<file path="src/rtl/cth_pkg.sv">
package cth_pkg;
  // Divider period in fast cycles for setting n.
  function automatic int unsigned div_period(input int unsigned n);
    return 32'd1 << (n + 1);
  endfunction

  // Majority of three bits.
  function automatic logic maj3(input logic [2:0] v);
    return (v[0] & v[1]) | (v[1] & v[2]) | (v[0] & v[2]);
  endfunction
endpackage

</file>
<file path="src/rtl/cth_sync.sv">
module cth_sync #(
  parameter int W = 2
) (
  input  logic         clk,
  input  logic         rst_n,
  input  logic [W-1:0] d,
  output logic [W-1:0] q
);
  logic [W-1:0] meta;

  always_ff @(posedge clk or negedge rst_n) begin
    if (!rst_n) begin
      meta <= '0;
      q    <= '0;
    end else begin
      meta <= d;
      q    <= meta;
    end
  end
endmodule

</file>
<file path="src/rtl/cth_divider.sv">
module cth_divider #(
  parameter int SEL_W = 3
) (
  input  logic             clk,
  input  logic             rst_n,
  input  logic             gate,
  input  logic [SEL_W-1:0] sel,
  output logic             tick
);
  localparam int CNT_W = 1 << SEL_W;

  logic [CNT_W-1:0] cnt;
  logic [CNT_W-1:0] lim;

  always_comb begin
    lim  = CNT_W'(cth_pkg::div_period(32'(sel)) - 32'd1);
    tick = gate && (cnt == lim);
  end

  always_ff @(posedge clk or negedge rst_n) begin
    if (!rst_n)      cnt <= '0;
    else if (!gate)  cnt <= '0;
    else if (tick)   cnt <= '0;
    else             cnt <= cnt + 1'b1;
  end

  a_r4_closed_clears: assert property (@(posedge clk) disable iff (!rst_n)
    !gate |=> cnt == '0);
  a_r4_wrap_after_tick: assert property (@(posedge clk) disable iff (!rst_n)
    tick |=> cnt == '0);
  a_r4_counts_up: assert property (@(posedge clk) disable iff (!rst_n)
    (gate && !tick) |=> cnt == $past(cnt) + 1'b1);
endmodule

</file>
<file path="src/rtl/cth_delay_chain.sv">
module cth_delay_chain #(
  parameter int TAPS = 44
) (
  input  logic            clk,
  input  logic            rst_n,
  input  logic            trig,
  output logic [TAPS-1:0] cap_en
);
  logic [TAPS:0] chain;

  always_ff @(posedge clk or negedge rst_n) begin
    if (!rst_n) chain <= '0;
    else        chain <= {chain[TAPS-1:0], trig};
  end

  // A tap fires on the cycle its stage has just risen.
  always_comb cap_en = chain[TAPS-1:0] & ~chain[TAPS:1];

  for (genvar k = 0; k < TAPS - 1; k++) begin : g_walk
    a_r6_edge_walks: assert property (@(posedge clk) disable iff (!rst_n)
      cap_en[k] |=> cap_en[k+1]);
  end
endmodule

</file>
<file path="src/rtl/cth_lane.sv">
module cth_lane #(
  parameter int DEPTH   = 12,
  parameter int VW      = 3,
  parameter int OUT_LEN = 44,
  parameter bit SEQ     = 1'b0
) (
  input  logic               clk,
  input  logic               rst_n,
  input  logic [VW-1:0]      stim,
  input  logic               slow_step,
  input  logic               fast_tick,
  input  logic               fast_mode,
  input  logic [OUT_LEN-1:0] cap_en,
  output logic               serial_out
);
  logic [DEPTH-1:0][VW-1:0] stg;
  logic [OUT_LEN-1:0]       res;
  logic                     cell_y;
  logic [VW-1:0]            cell_in;

  always_comb cell_in = stg[DEPTH-1];

  always_ff @(posedge clk or negedge rst_n) begin
    if (!rst_n)         stg <= '0;
    else if (slow_step) stg <= {stg[DEPTH-2:0], stim};
    else if (fast_tick) stg <= {stg[DEPTH-2:0], stg[DEPTH-1]};
  end

  if (SEQ) begin : g_seq_cell
    always_ff @(posedge clk or negedge rst_n) begin
      if (!rst_n) cell_y <= 1'b0;
      else        cell_y <= cth_pkg::maj3(cell_in[2:0]);
    end
  end else begin : g_comb_cell
    always_comb cell_y = cth_pkg::maj3(cell_in[2:0]);
  end

  always_ff @(posedge clk or negedge rst_n) begin
    if (!rst_n) res <= '0;
    else if (slow_step) res <= {res[OUT_LEN-2:0], cell_y};
    else if (fast_mode) begin
      for (int k = 0; k < OUT_LEN; k++)
        if (cap_en[k]) res[k] <= cell_y;
    end
  end

  always_comb serial_out = res[OUT_LEN-1];

  a_r1_push: assert property (@(posedge clk) disable iff (!rst_n)
    slow_step |=> stg[0] == $past(stim));
  a_r3_shift: assert property (@(posedge clk) disable iff (!rst_n)
    slow_step |=> res[OUT_LEN-1:1] == $past(res[OUT_LEN-2:0]));
  a_r5_rotate: assert property (@(posedge clk) disable iff (!rst_n)
    (fast_tick && !slow_step) |=> stg[0] == $past(stg[DEPTH-1]));
  a_r5_hold: assert property (@(posedge clk) disable iff (!rst_n)
    (!fast_tick && !slow_step) |=> $stable(stg));
endmodule

</file>
<file path="src/rtl/cth_harness.sv">
module cth_harness #(
  parameter int               N_LANES  = 8,
  parameter int               DEPTH    = 12,
  parameter int               OUT_LEN  = 44,
  parameter int               SEL_W    = 3,
  parameter logic [N_LANES-1:0] SEQ_MASK = 8'hAA
) (
  input  logic               clk_fast,
  input  logic               rst_n,
  input  logic [2:0]         stim_in,
  input  logic               mode_in,
  input  logic               trig_in,
  input  logic [SEL_W-1:0]   div_sel,
  output logic [N_LANES-1:0] serial_out
);
  localparam int VW = 3;

  logic [1:0]         sync_q;
  logic               mode_s, trig_s, trig_q, mode_eff;
  logic               slow_step, gate, tick;
  logic [OUT_LEN-1:0] cap_en;

  cth_sync #(.W(2)) u_sync (
    .clk(clk_fast), .rst_n(rst_n), .d({mode_in, trig_in}), .q(sync_q)
  );
  assign mode_s = sync_q[1];
  assign trig_s = sync_q[0];

  always_ff @(posedge clk_fast or negedge rst_n) begin
    if (!rst_n) begin
      trig_q   <= 1'b0;
      mode_eff <= 1'b0;
    end else begin
      trig_q <= trig_s;
      if (!trig_s) mode_eff <= mode_s;
    end
  end

  always_comb begin
    slow_step = trig_s & ~trig_q & ~mode_eff;
    gate      = trig_s & mode_eff;
  end

  cth_divider #(.SEL_W(SEL_W)) u_div (
    .clk(clk_fast), .rst_n(rst_n), .gate(gate), .sel(div_sel), .tick(tick)
  );

  cth_delay_chain #(.TAPS(OUT_LEN)) u_chain (
    .clk(clk_fast), .rst_n(rst_n), .trig(trig_s), .cap_en(cap_en)
  );

  for (genvar i = 0; i < N_LANES; i++) begin : g_lane
    cth_lane #(
      .DEPTH(DEPTH), .VW(VW), .OUT_LEN(OUT_LEN), .SEQ(SEQ_MASK[i])
    ) u_lane (
      .clk(clk_fast), .rst_n(rst_n), .stim(stim_in),
      .slow_step(slow_step), .fast_tick(tick), .fast_mode(mode_eff),
      .cap_en(cap_en), .serial_out(serial_out[i])
    );
  end

  a_r7_mode_when_idle: assert property (@(posedge clk_fast) disable iff (!rst_n)
    !$stable(mode_eff) |-> !$past(trig_s));
  a_r4_no_tick_stepping: assert property (@(posedge clk_fast) disable iff (!rst_n)
    slow_step |-> !tick);
endmodule

</file>
<file path="config.mk">
export PLATFORM = sky130hd
export DESIGN_NAME = cth_harness
export DESIGN_NICKNAME = d
export VERILOG_FILES = /design/src/rtl/cth_pkg.sv /design/src/rtl/cth_sync.sv /design/src/rtl/cth_divider.sv /design/src/rtl/cth_delay_chain.sv /design/src/rtl/cth_lane.sv /design/src/rtl/cth_harness.sv
export SDC_FILE = /design/constraint.sdc
export NUM_CORES = 1
export LEC_CHECK = 0
export CORE_MARGIN = 10
export CORE_UTILIZATION = 45
export CTS_BUF_LIST = sky130_fd_sc_hd__clkbuf_8 sky130_fd_sc_hd__clkbuf_16
export CTS_CLUSTER_DIAMETER = 60
export CTS_CLUSTER_SIZE = 28
export DETAILED_ROUTE_END_ITERATION = 8
export DONT_BUFFER_PORTS = 1
export GPL_TIMING_DRIVEN = 0
export HOLD_SLACK_MARGIN = 0.03
export PLACE_DENSITY_LB_ADDON = 0.1
export SKIP_CTS_REPAIR_TIMING = 1
export SYNTH_ARGS = -nofsm -noshare
export SYNTH_HDL_FRONTEND = slang
export SYNTH_HIERARCHICAL = 1
export SYNTH_SLANG_ARGS = --single-unit
</file>
<file path="constraint.sdc">
create_clock -name clk_fast -period 3.6 [get_ports clk_fast]
set_input_delay 0.72 -clock clk_fast [delete_from_list [all_inputs] [get_ports clk_fast]]
set_output_delay 0.72 -clock clk_fast [all_outputs]
set_load 0.005 [all_outputs]
</file>
**Word level (Yosys, flattened, before mapping)**

Index checks and enable logic that the tools add are counted.

- Output and inout bits: 8
- Flip-flop bits (word level): 703
- Word-level logic and storage cells: 987
- Input bits: 10

- Add/sub/neg operators: 3
- Eq/ne operators: 1
- Multiplexer cells: 386
- Bitwise operators: 47
- Reductions and logical operators: 91
- Shift-type cells: 1

Operators by type and width:

| operator | number |
|---|---|
| 2-to-1 mux 44 bit | 16 |
| 2-to-1 mux 36 bit | 16 |
| 2-to-1 mux 1 bit | 352 |
| nonzero test 2 bit | 46 |
| AND reduction 2 bit | 44 |
| AND 44 bit | 1 |
| inverter 44 bit | 1 |
| << shifter 1 x 32 -> 8 bit, first input constant | 1 |
| AND 1 bit | 27 |
| 2-to-1 mux 8 bit | 2 |
| OR 1 bit | 16 |
| adder 8 x 1 -> 8 bit, second input constant | 1 |
| equality test 8 bit | 1 |
| subtractor 8 x 1 -> 8 bit, second input constant | 1 |
| adder 3 x 1 -> 4 bit, second input constant | 1 |
| inverter 1 bit | 2 |
| logical AND 1 bit | 1 |

**Depth between registers and ports, before layout**

Gate-level depths: netlist (run 1).

- Depth after elaboration: 7
- Mapped depth: 11
- Depth with buffers taken out: 8

**Modules after synthesis**

Netlist (run 1), hierarchy kept.

By module, submodules not included:

| module | area an instance (sq um) | cells an instance | sequential area each (sq um) | instances |
|---|---|---|---|---|
| cth_lane at g_lane[1].u_lane ... | 3908.7 | 326 | 2026.9 | 4 |
| cth_lane at g_lane[0].u_lane ... | 3743.6 | 369 | 2001.9 | 4 |
| cth_delay_chain | 1508.9 | 89 | 1126.1 | 1 |
| cth_divider | 588.1 | 61 | 200.2 | 1 |
| cth_sync | 100.1 | 4 | 100.1 | 1 |
| cth_harness | 85.1 | 5 | 50.0 | 1 |

**Least setup slack after synthesis (run 1)**

No wires, ideal clock.

- Path kind: input to register
- Start point: in div_sel[2]
- End point: reg g_lane[1].u_lane/stg[21] in the netlist's numbering
- Buffers on the path: 3
- Stages on the path: 11
- Setup time: 0.127 ns
- Setup slack: 0.142 ns
- Arrival time: 3.330 ns
- Data required time: 3.473 ns
- Cell sequence: buf_2 > or3_1 > ha_1 > or4b_1 > a31oi_1 > o32ai_2 > nor3_1 > buf_2 > nor2_4 > buf_6 > mux2_1

- Word-level cells in the longest chain between the ends: 6

Ends and longest elaborated chain:

| item | RTL line | text |
|---|---|---|
| start, declared | cth_harness.sv:13 | `input logic [SEL_W-1:0] div_sel,` |
| adder 3 x 1 -> 4 bit | cth_pkg.sv:4 | `return 32'd1 << (n + 1);` |
| << shifter 1 x 32 -> 8 bit | cth_pkg.sv:4 |  |
| subtractor 8 x 1 -> 8 bit | cth_divider.sv:16 | `lim = CNT_W'(cth_pkg::div_period(32'(sel)) - 32'd1);` |
| equality test 8 bit | cth_divider.sv:17 | `tick = gate && (cnt == lim);` |
| logical AND 1 bit | cth_divider.sv:17 |  |
| via tick | cth_harness.sv:20 | `logic slow_step, gate, tick;` |
| nonzero test 2 bit (no line) | - |  |
| end signal, assigned | cth_lane.sv:25 | `else if (slow_step) stg <= {stg[DEPTH-2:0], stim};` |
| end signal, assigned | cth_lane.sv:26 | `else if (fast_tick) stg <= {stg[DEPTH-2:0], stg[DEPTH-1]};` |
| end, declared | cth_lane.sv:16 | `logic [DEPTH-1:0][VW-1:0] stg;` |

The timed path passes the listed nets, and every way through them passes these cells.
A chain may end at the register's enable or synchronous reset.

**Worst setup path after layout (run 1)**

- Start point: in div_sel[2]
- End point: reg g_lane[5].u_lane/stg[9] in the netlist's numbering

- Word-level cells in the longest chain between the ends: 6

Ends and longest elaborated chain:

| item | RTL line |
|---|---|
| adder 3 x 1 -> 4 bit | cth_pkg.sv:4 |
| << shifter 1 x 32 -> 8 bit | cth_pkg.sv:4 |
| subtractor 8 x 1 -> 8 bit | cth_divider.sv:16 |
| equality test 8 bit | cth_divider.sv:17 |
| logical AND 1 bit | cth_divider.sv:17 |
| via tick | cth_harness.sv:20 |
| nonzero test 2 bit (no line) | - |
| end signal, assigned | cth_lane.sv:25 |
| end signal, assigned | cth_lane.sv:26 |
| end, declared | cth_lane.sv:16 |

The timed path passes the listed nets, and every way through them passes these cells.

==> metrics.log, run 1 <==
[metrics] status: complete, but fails checks
[metrics] violated checks: hold timing
[metrics] count of port buffers added during placement: 0
[metrics] ratio of routed vias to standard cells: 5.59
[metrics] final core utilization: 0.499
[metrics] x dimension of the die: approximately 290 µm
[metrics] final-report hold violation count: between 100 and 150
[metrics] Setup violations, final: 0
[metrics] Worst setup startpoint: div_sel[2]
[metrics] fraction of synthesized cell area taken by the top area cell type: 0.535
[metrics] maxcap violations: 0
[metrics] data arrival at the endpoint of the critical path: approximately 3.6 ns
[metrics] number of cells on the worst reg-to-reg path: 7
[metrics] area of combinational cells with multiple inputs: around 14000 µm²
[metrics] die span in y: a little under 300 µm
[metrics] area of the core region: 72700 µm²
[metrics] setup skew after layout: 0.0186 ns
[metrics] CTS HTree Levels: 2
[metrics] share of the yosys chip area belonging to registers: 0.535
[metrics] total power: approximately 22 mW
[metrics] f_max: roughly 320 MHz
[metrics] post-synthesis sequential element count: about 700
[metrics] source of the worst register-to-register timing path: mode_eff$_DFFE_PN0N_
[metrics] minimum hold slack: -0.223 ns
[metrics] Final Net Count: 3020
[metrics] TritonCTS clock tree: done
[metrics] Post-Synthesis Net Count: just under 3000
[metrics] number of detailed-route iterations in the first pass: 5
[metrics] fin crit share: 0.865
[metrics] largest net degree at the start of global routing: a little over 700
[metrics] Setup crit end: g_lane[5].u_lane/stg[9]$_DFFE_PN0P_
[metrics] total die area: 84300 µm²
[metrics] clk sinks: between 700 and 800
[metrics] clk buf depth: 3
[metrics] Tightest Pin Transition: between 1 and 1.5 ns
[metrics] Sequential cell area: between 15000 and 20000 µm²
[metrics] count of cell types in the netlist: 48
[metrics] total inserted antenna cells: 0
[metrics] number of global-route vias before repair: approximately 23000
[metrics] required arrival time at the worst endpoint: a little over 4 ns
[metrics] post-synth top area cell: dfrtp_1
[metrics] number of remaining DRC errors: 0
[metrics] crit path capture type: register
[metrics] number of buffers created by CTS: a little under 60
[metrics] final-report max-slew violation count: 0
[metrics] flip-flop cell with the highest count after synthesis: dfrtp_1
[metrics] Max transition margin: 0.0843
[metrics] startpoint type of the worst setup path: input pin
[metrics] detailed-route wire length: ~76 mm
[metrics] share of post-route cells with drive strength above 1: 0.201
[metrics] Top Ports: 18
[metrics] initial antenna violation count: 1
[metrics] grt ovf: 0
[metrics] area overhead of the layout relative to synthesis: 10.4%
[metrics] Detailed Route Iter0 Violations: between 1500 and 2000
[metrics] initial core utilization: 0.452
[metrics] reg-to-reg endpoint: g_lane[7].u_lane/res[29]$_DFFE_PN0P_
[metrics] async set-or-reset flop fraction in the synthesized netlist: 1.00
[metrics] cells after synthesis: approximately 3000
[metrics] vias after detailed routing: 22431
[metrics] top cells by instance count after synthesis: dfrtp_1 (703), a21oi_1 (352), mux2_2 (264)
[metrics] post-layout minimum cycle time: 3.11 ns
[metrics] number of filler instances in the final layout: ~6500
[metrics] final routed wire length divided by cell count: between 15 and 20 µm
[metrics] final weighted congestion in routability-driven placement: 0.821
[metrics] largest cells by area after synthesis: dfrtp_1 (53%), mux2_2 (9.0%), a21oi_1 (5.4%)
[metrics] detailed placement HPWL: ~49 mm
[metrics] worst vdd ir: approximately 0.47 mV
[metrics] total standard cell area after synthesis: ~33000 µm²
[metrics] clk slew on worst S/H paths: 0.08 ns
[metrics] wire length of the first global-routing pass: 125 mm
[metrics] pwr/cell area: roughly 600 nW/µm²
[metrics] library cell used as clock root buffer: clkbuf_16
[metrics] type of the worst min-delay path: input pin to asynchronous set/reset pin
[metrics] global-route usage over all layers: 0.177
[metrics] post-synthesis area per instance: about 11 µm²
[metrics] critical path class: input pin to register
[metrics] number of flops mapped to enable cells by yosys: 0
[metrics] # rows: 99
[metrics] Warnings, synthesis: 6
[metrics] critical path fanouts, max: 10
[metrics] r2r setup slk: 0.79 ns
[metrics] Detail Route Antenna Nets: 0
[metrics] most frequently used cell type in the post-synthesis netlist: dfrtp_1
[metrics] static leakage: 16.1 nW
[metrics] setup repair after global routing missed its margin: false
[metrics] insertion delay of the later-clocked pin in the worst-skew pair: approximately 0.64 ns
## area by class of cell
class                           instances  area share
Sequential cell                       703       0.485
Inverter                                1    0.000103
Tap cell                              959      0.0331
Multi-Input combinational cell       2014       0.381
Clock inverter                         49      0.0148
Timing Repair Buffer                    8     0.00427
Clock buffer                           61      0.0414
Buffer                                221      0.0404
## cells by family (layout without fill, tap and decap cells)
logic type	count (synthesis)	in the layout	share of synthesized area
adders and majority gates	10	10	0.00365
and+or+nand+nor	967	967	0.168
other	1	1	0.000114
muxes	298	298	0.101
AOI/OAI and AO/OA	727	727	0.144
DFF	703	703	0.535
xor gates and xnor gates	11	11	0.00293
buffers and inverters	222	340	0.0447
## worst min path at each step
stage / from / endpoint / cells past startpoint
floorplan: u_sync/meta[0]$_DFF_PN0_ / u_sync/q[0]$_DFF_PN0_ / 0
finish: rst_n / g_lane[2].u_lane/res[21]$_DFFE_PN0P_ / 0
CTS: rst_n / u_chain/chain[21]$_DFF_PN0_ / 0
detailed placement: u_sync/meta[0]$_DFF_PN0_ / u_sync/q[0]$_DFF_PN0_ / 0
global placement: u_sync/meta[0]$_DFF_PN0_ / u_sync/q[0]$_DFF_PN0_ / 0
global route: rst_n / u_chain/chain[21]$_DFF_PN0_ / 0
## state kept, by name, summed over array words and instances, names as in the netlist
signal / cells
u_sync/q: 2
g_lane.u_lane/res: 352
u_chain/chain: 45
g_lane.u_lane/cell_in: 24
g_lane.u_lane/cell_y: 4
g_lane.u_lane/stg: 264
mode_eff: 1
u_div/cnt: 8
u_sync/meta: 2
trig_q: 1
## routing by layer
layer	up-vias	GRT usage	routed length (µm)
li1	10495	-	-
met1	11366	0.249	35900
met2	469	0.287	35500
met3	101	0.0229	3270
met4	0	0.0446	1650
met5	-	0	0
## stage by stage
| stage | std cells | instance area, µm² | hold slack [ns] | worst slack (ns) | TNS [ns] |
|---|---|---|---|---|---|
| 2_1_floorplan | 2939 | 32900 | 0.331 | 0.142 | 0 |
| 3_3_place_gp | 3898 | 34100 | 0.337 | -2.78 | -1595.70 |
| 3_5_place_dp | 3903 | 34200 | 0.343 | -0.195 | -30.57 |
| 4_1_cts | 4013 | 36200 | -0.213 | 0.491 | 0 |
| 5_1_grt | 4016 | 36300 | -0.266 | 0.314 | 0 |
| 6_report | 4016 | 36300 | -0.223 | 0.487 | 0 |
## report_power, final
part / leakage [nW] / internal, mW / switching [mW]
sequential: 8.78 / 10.1 / 1.13
clock: 0.994 / 3.37 / 3.37
combinational: 6.28 / 2.19 / 1.70
total: 16.1 / 15.7 / 6.20
## cells in the final DEF (no fill, tap or decap), drive strengths merged, types with 4 or more instances in the layout
cell type and instances:
a21boi 172, clkinv 16, maj3 8, inv 26, o21ai 25, xnor2 4, and2b 43, a21oi 352
mux2i 25, mux2 273, clkinvlp 6, nor2 14, nand2b 141, o31a 172, xor2 7, nand3 178
dfrtp 703, buf 165, clkbuf 125, nand2 197, and3 176, or2b 32, nor2b 175
## worst max-delay path: stages
cell	delay, ns
buf_2	0.15
or3_1	0.35
ha_1	0.28
nor4bb_1	0.30
a211oi_1	0.10
o32ai_2	0.44
nor3_2	0.13
buf_4	0.22
buf_2	0.18
nor2_4	0.21
buf_6	0.19
mux2_2	0.34
Note: power is estimated with default switching activity, not from simulation.
==> run 2: changes to the inputs <==
- clock period: 3.6 -> 3.87 ns (I/O delays scaled with it)
==> metrics.log, run 2 (same netlist as run 1, synthesis figures left out) <==
[metrics] Cells after DPL: about 4000
[metrics] cell type group with the largest total delay on the critical path: simple AND/OR/NAND/NOR gates
[metrics] required arrival time at the worst endpoint: between 4 and 5 ns
[metrics] Tightest Pin Transition: approximately 1.4 ns
[metrics] cell depth of the worst setup path: 12
[metrics] Detail Route Antenna Nets: 0
[metrics] post-detailed-placement cell area: roughly 34000 µm²
[metrics] total die area: between 80000 and 90000 µm²
[metrics] clk buf depth: 3
[metrics] Post-Place Setup Slack: ~0.021 ns
[metrics] cell-by-cell listing of the critical path: buf_2 -> or3_1 -> ha_1 -> nor4bb_1 -> a211oi_1 -> o32ai_2 -> nor3_2 -> buf_4 -> buf_2 -> nor2_4 -> buf_6 -> mux2_2
[metrics] critical path fanouts, max: 10
[metrics] number of buffer and inverter instances along the worst setup path: 4
[metrics] grt ovf: 0
[metrics] source of the worst register-to-register timing path: mode_eff$_DFFE_PN0N_
[metrics] setup ws final: about 0.68 ns
[metrics] CTS HTree Levels: 2
[metrics] pwr/cell area: approximately 560 nW/µm²
[metrics] fin crit share: 0.823
[metrics] setup skew after layout: 0.0199 ns
[metrics] area of combinational cells with multiple inputs: between 10000 and 15000 µm²
[metrics] Biggest register: g_lane.u_lane/res
[metrics] initial core utilization: 0.452
[metrics] detailed placement HPWL: around 49 mm
[metrics] number of remaining DRC errors: 0
[metrics] max reg flops: between 300 and 400
[metrics] detailed-route wire length: between 70 and 80 mm
[metrics] total inserted antenna cells: 0
[metrics] maxcap violations: 0
[metrics] reg-to-reg endpoint: g_lane[7].u_lane/res[29]$_DFFE_PN0P_
[metrics] number of global-route vias before repair: 22501
[metrics] final-report max-slew violation count: 0
[metrics] Max transition margin: 0.0934
[metrics] biggest registers after layout: g_lane.u_lane/res: 352 flops, g_lane.u_lane/stg: 264 flops, u_chain/chain: 45 flops
[metrics] count of port buffers added during placement: 0
[metrics] TritonCTS clock tree: done
[metrics] worst-path cell with the longest stage delay: o32ai_2
[metrics] Post-Layout Inst Area: roughly 36000 µm²
[metrics] final weighted congestion in routability-driven placement: 0.821
[metrics] static leakage: around 16 nW
[metrics] initial antenna violation count: 1
[metrics] insertion delay of the later-clocked pin in the worst-skew pair: between 0.6 and 0.7 ns
[metrics] data arrival at the endpoint of the critical path: ~3.7 ns
[metrics] total negative setup slack: 0 ns
[metrics] Sequential cell area: roughly 18000 µm²
[metrics] wire length of the first global-routing pass: 125 mm
[metrics] final-report hold violation count: 0
[metrics] highest-count cells in the layout ignoring fill and taps: dfrtp_1 (702), a21oi_1 (352), mux2_2 (264), nand2_1 (197), nand3_1 (178)
[metrics] Setup crit end: g_lane[5].u_lane/stg[9]$_DFFE_PN0P_
[metrics] largest net degree at the start of global routing: a little over 700
[metrics] number of filler instances in the final layout: 6470
[metrics] Setup violations, final: 0
[metrics] ratio of routed vias to standard cells: around 5.6
[metrics] r2r setup slk: between 1 and 1.5 ns
[metrics] worst vdd ir: approximately 0.43 mV
[metrics] cell mode on critical path: buf_2
[metrics] global-route usage over all layers: 0.177
[metrics] final routed wire length divided by cell count: 19.1 µm
[metrics] most common cell after layout, fill and taps aside: dfrtp_1
[metrics] Top Ports: 18
[metrics] # rows: 99
[metrics] area of the core region: slightly above 70000 µm²
[metrics] clk sinks: 703
[metrics] status: finished clean
[metrics] post-layout minimum cycle time: around 3.2 ns
[metrics] number of cells on the worst reg-to-reg path: 7
[metrics] f_max: 314 MHz
[metrics] startpoint type of the worst setup path: input pin
[metrics] Detailed Route Iter0 Violations: roughly 1600
[metrics] number of buffers created by CTS: 59
[metrics] minimum hold slack: between 0.07 and 0.08 ns
[metrics] area overhead of the layout relative to synthesis: 10.4%
[metrics] clk slew on worst S/H paths: around 0.090 ns
[metrics] CP peak stage delay: 0.44 ns
[metrics] Final Net Count: ~3000
[metrics] number of detailed-route iterations in the first pass: 5
[metrics] Worst setup startpoint: div_sel[2]
[metrics] Non-Filler Instances: around 4000
[metrics] type of the worst min-delay path: input pin to asynchronous set/reset pin
[metrics] vias after detailed routing: roughly 23000
[metrics] crit path capture type: register
[metrics] share of post-route cells with drive strength above 1: 0.201
[metrics] critical path class: input pin to register
[metrics] x dimension of the die: 290 µm
[metrics] library cell used as clock root buffer: clkbuf_16
[metrics] die span in y: 290 µm
[metrics] setup repair after global routing missed its margin: false
## run 2: layer usage
layer | wire, µm | track usage | vias to the layer above
met4 | 1680 | 0.0446 | 0
met3 | 3150 | 0.0229 | 105
met1 | 35900 | 0.249 | 11434
li1 | - | - | 10508
met2 | 35800 | 0.287 | 457
met5 | 0 | 0 | -
## run 2: cell type report
class | instances | share of cell area
clock inverters | 49 | 0.0148
inverters | 1 | 0.000103
clock buffers | 61 | 0.0414
repair buffers | 9 | 0.00503
plain buffers | 221 | 0.0404
multi-input cells | 2014 | 0.381
well taps | 959 | 0.0330
flip-flops and latches | 703 | 0.484
## run 2: per-stage QoR
stage,power [mW],utilization
floorplan,13.2,-
global placement,13.9,0.469
detailed placement,14.1,0.470
CTS,20.5,0.498
global route,21.6,0.500
finish,20.4,0.500
## run 2: worst min-delay path by stage
stage	to	slack (ns)
3_5_place_dp	u_sync/q[0]$_DFF_PN0_	0.34
3_3_place_gp	u_sync/q[0]$_DFF_PN0_	0.34
2_1_floorplan	u_sync/q[0]$_DFF_PN0_	0.33
6_report	g_lane[2].u_lane/res[2]$_DFFE_PN0P_	0.07
5_1_grt	u_sync/meta[1]$_DFF_PN0_	0.13
4_1_cts	u_chain/chain[21]$_DFF_PN0_	-0.16
## run 2: where the power goes
group,switching [mW],internal [mW]
Combinational,1.61,2.04
Sequential,1.05,9.42
Clock,3.13,3.14
Total,5.79,14.6
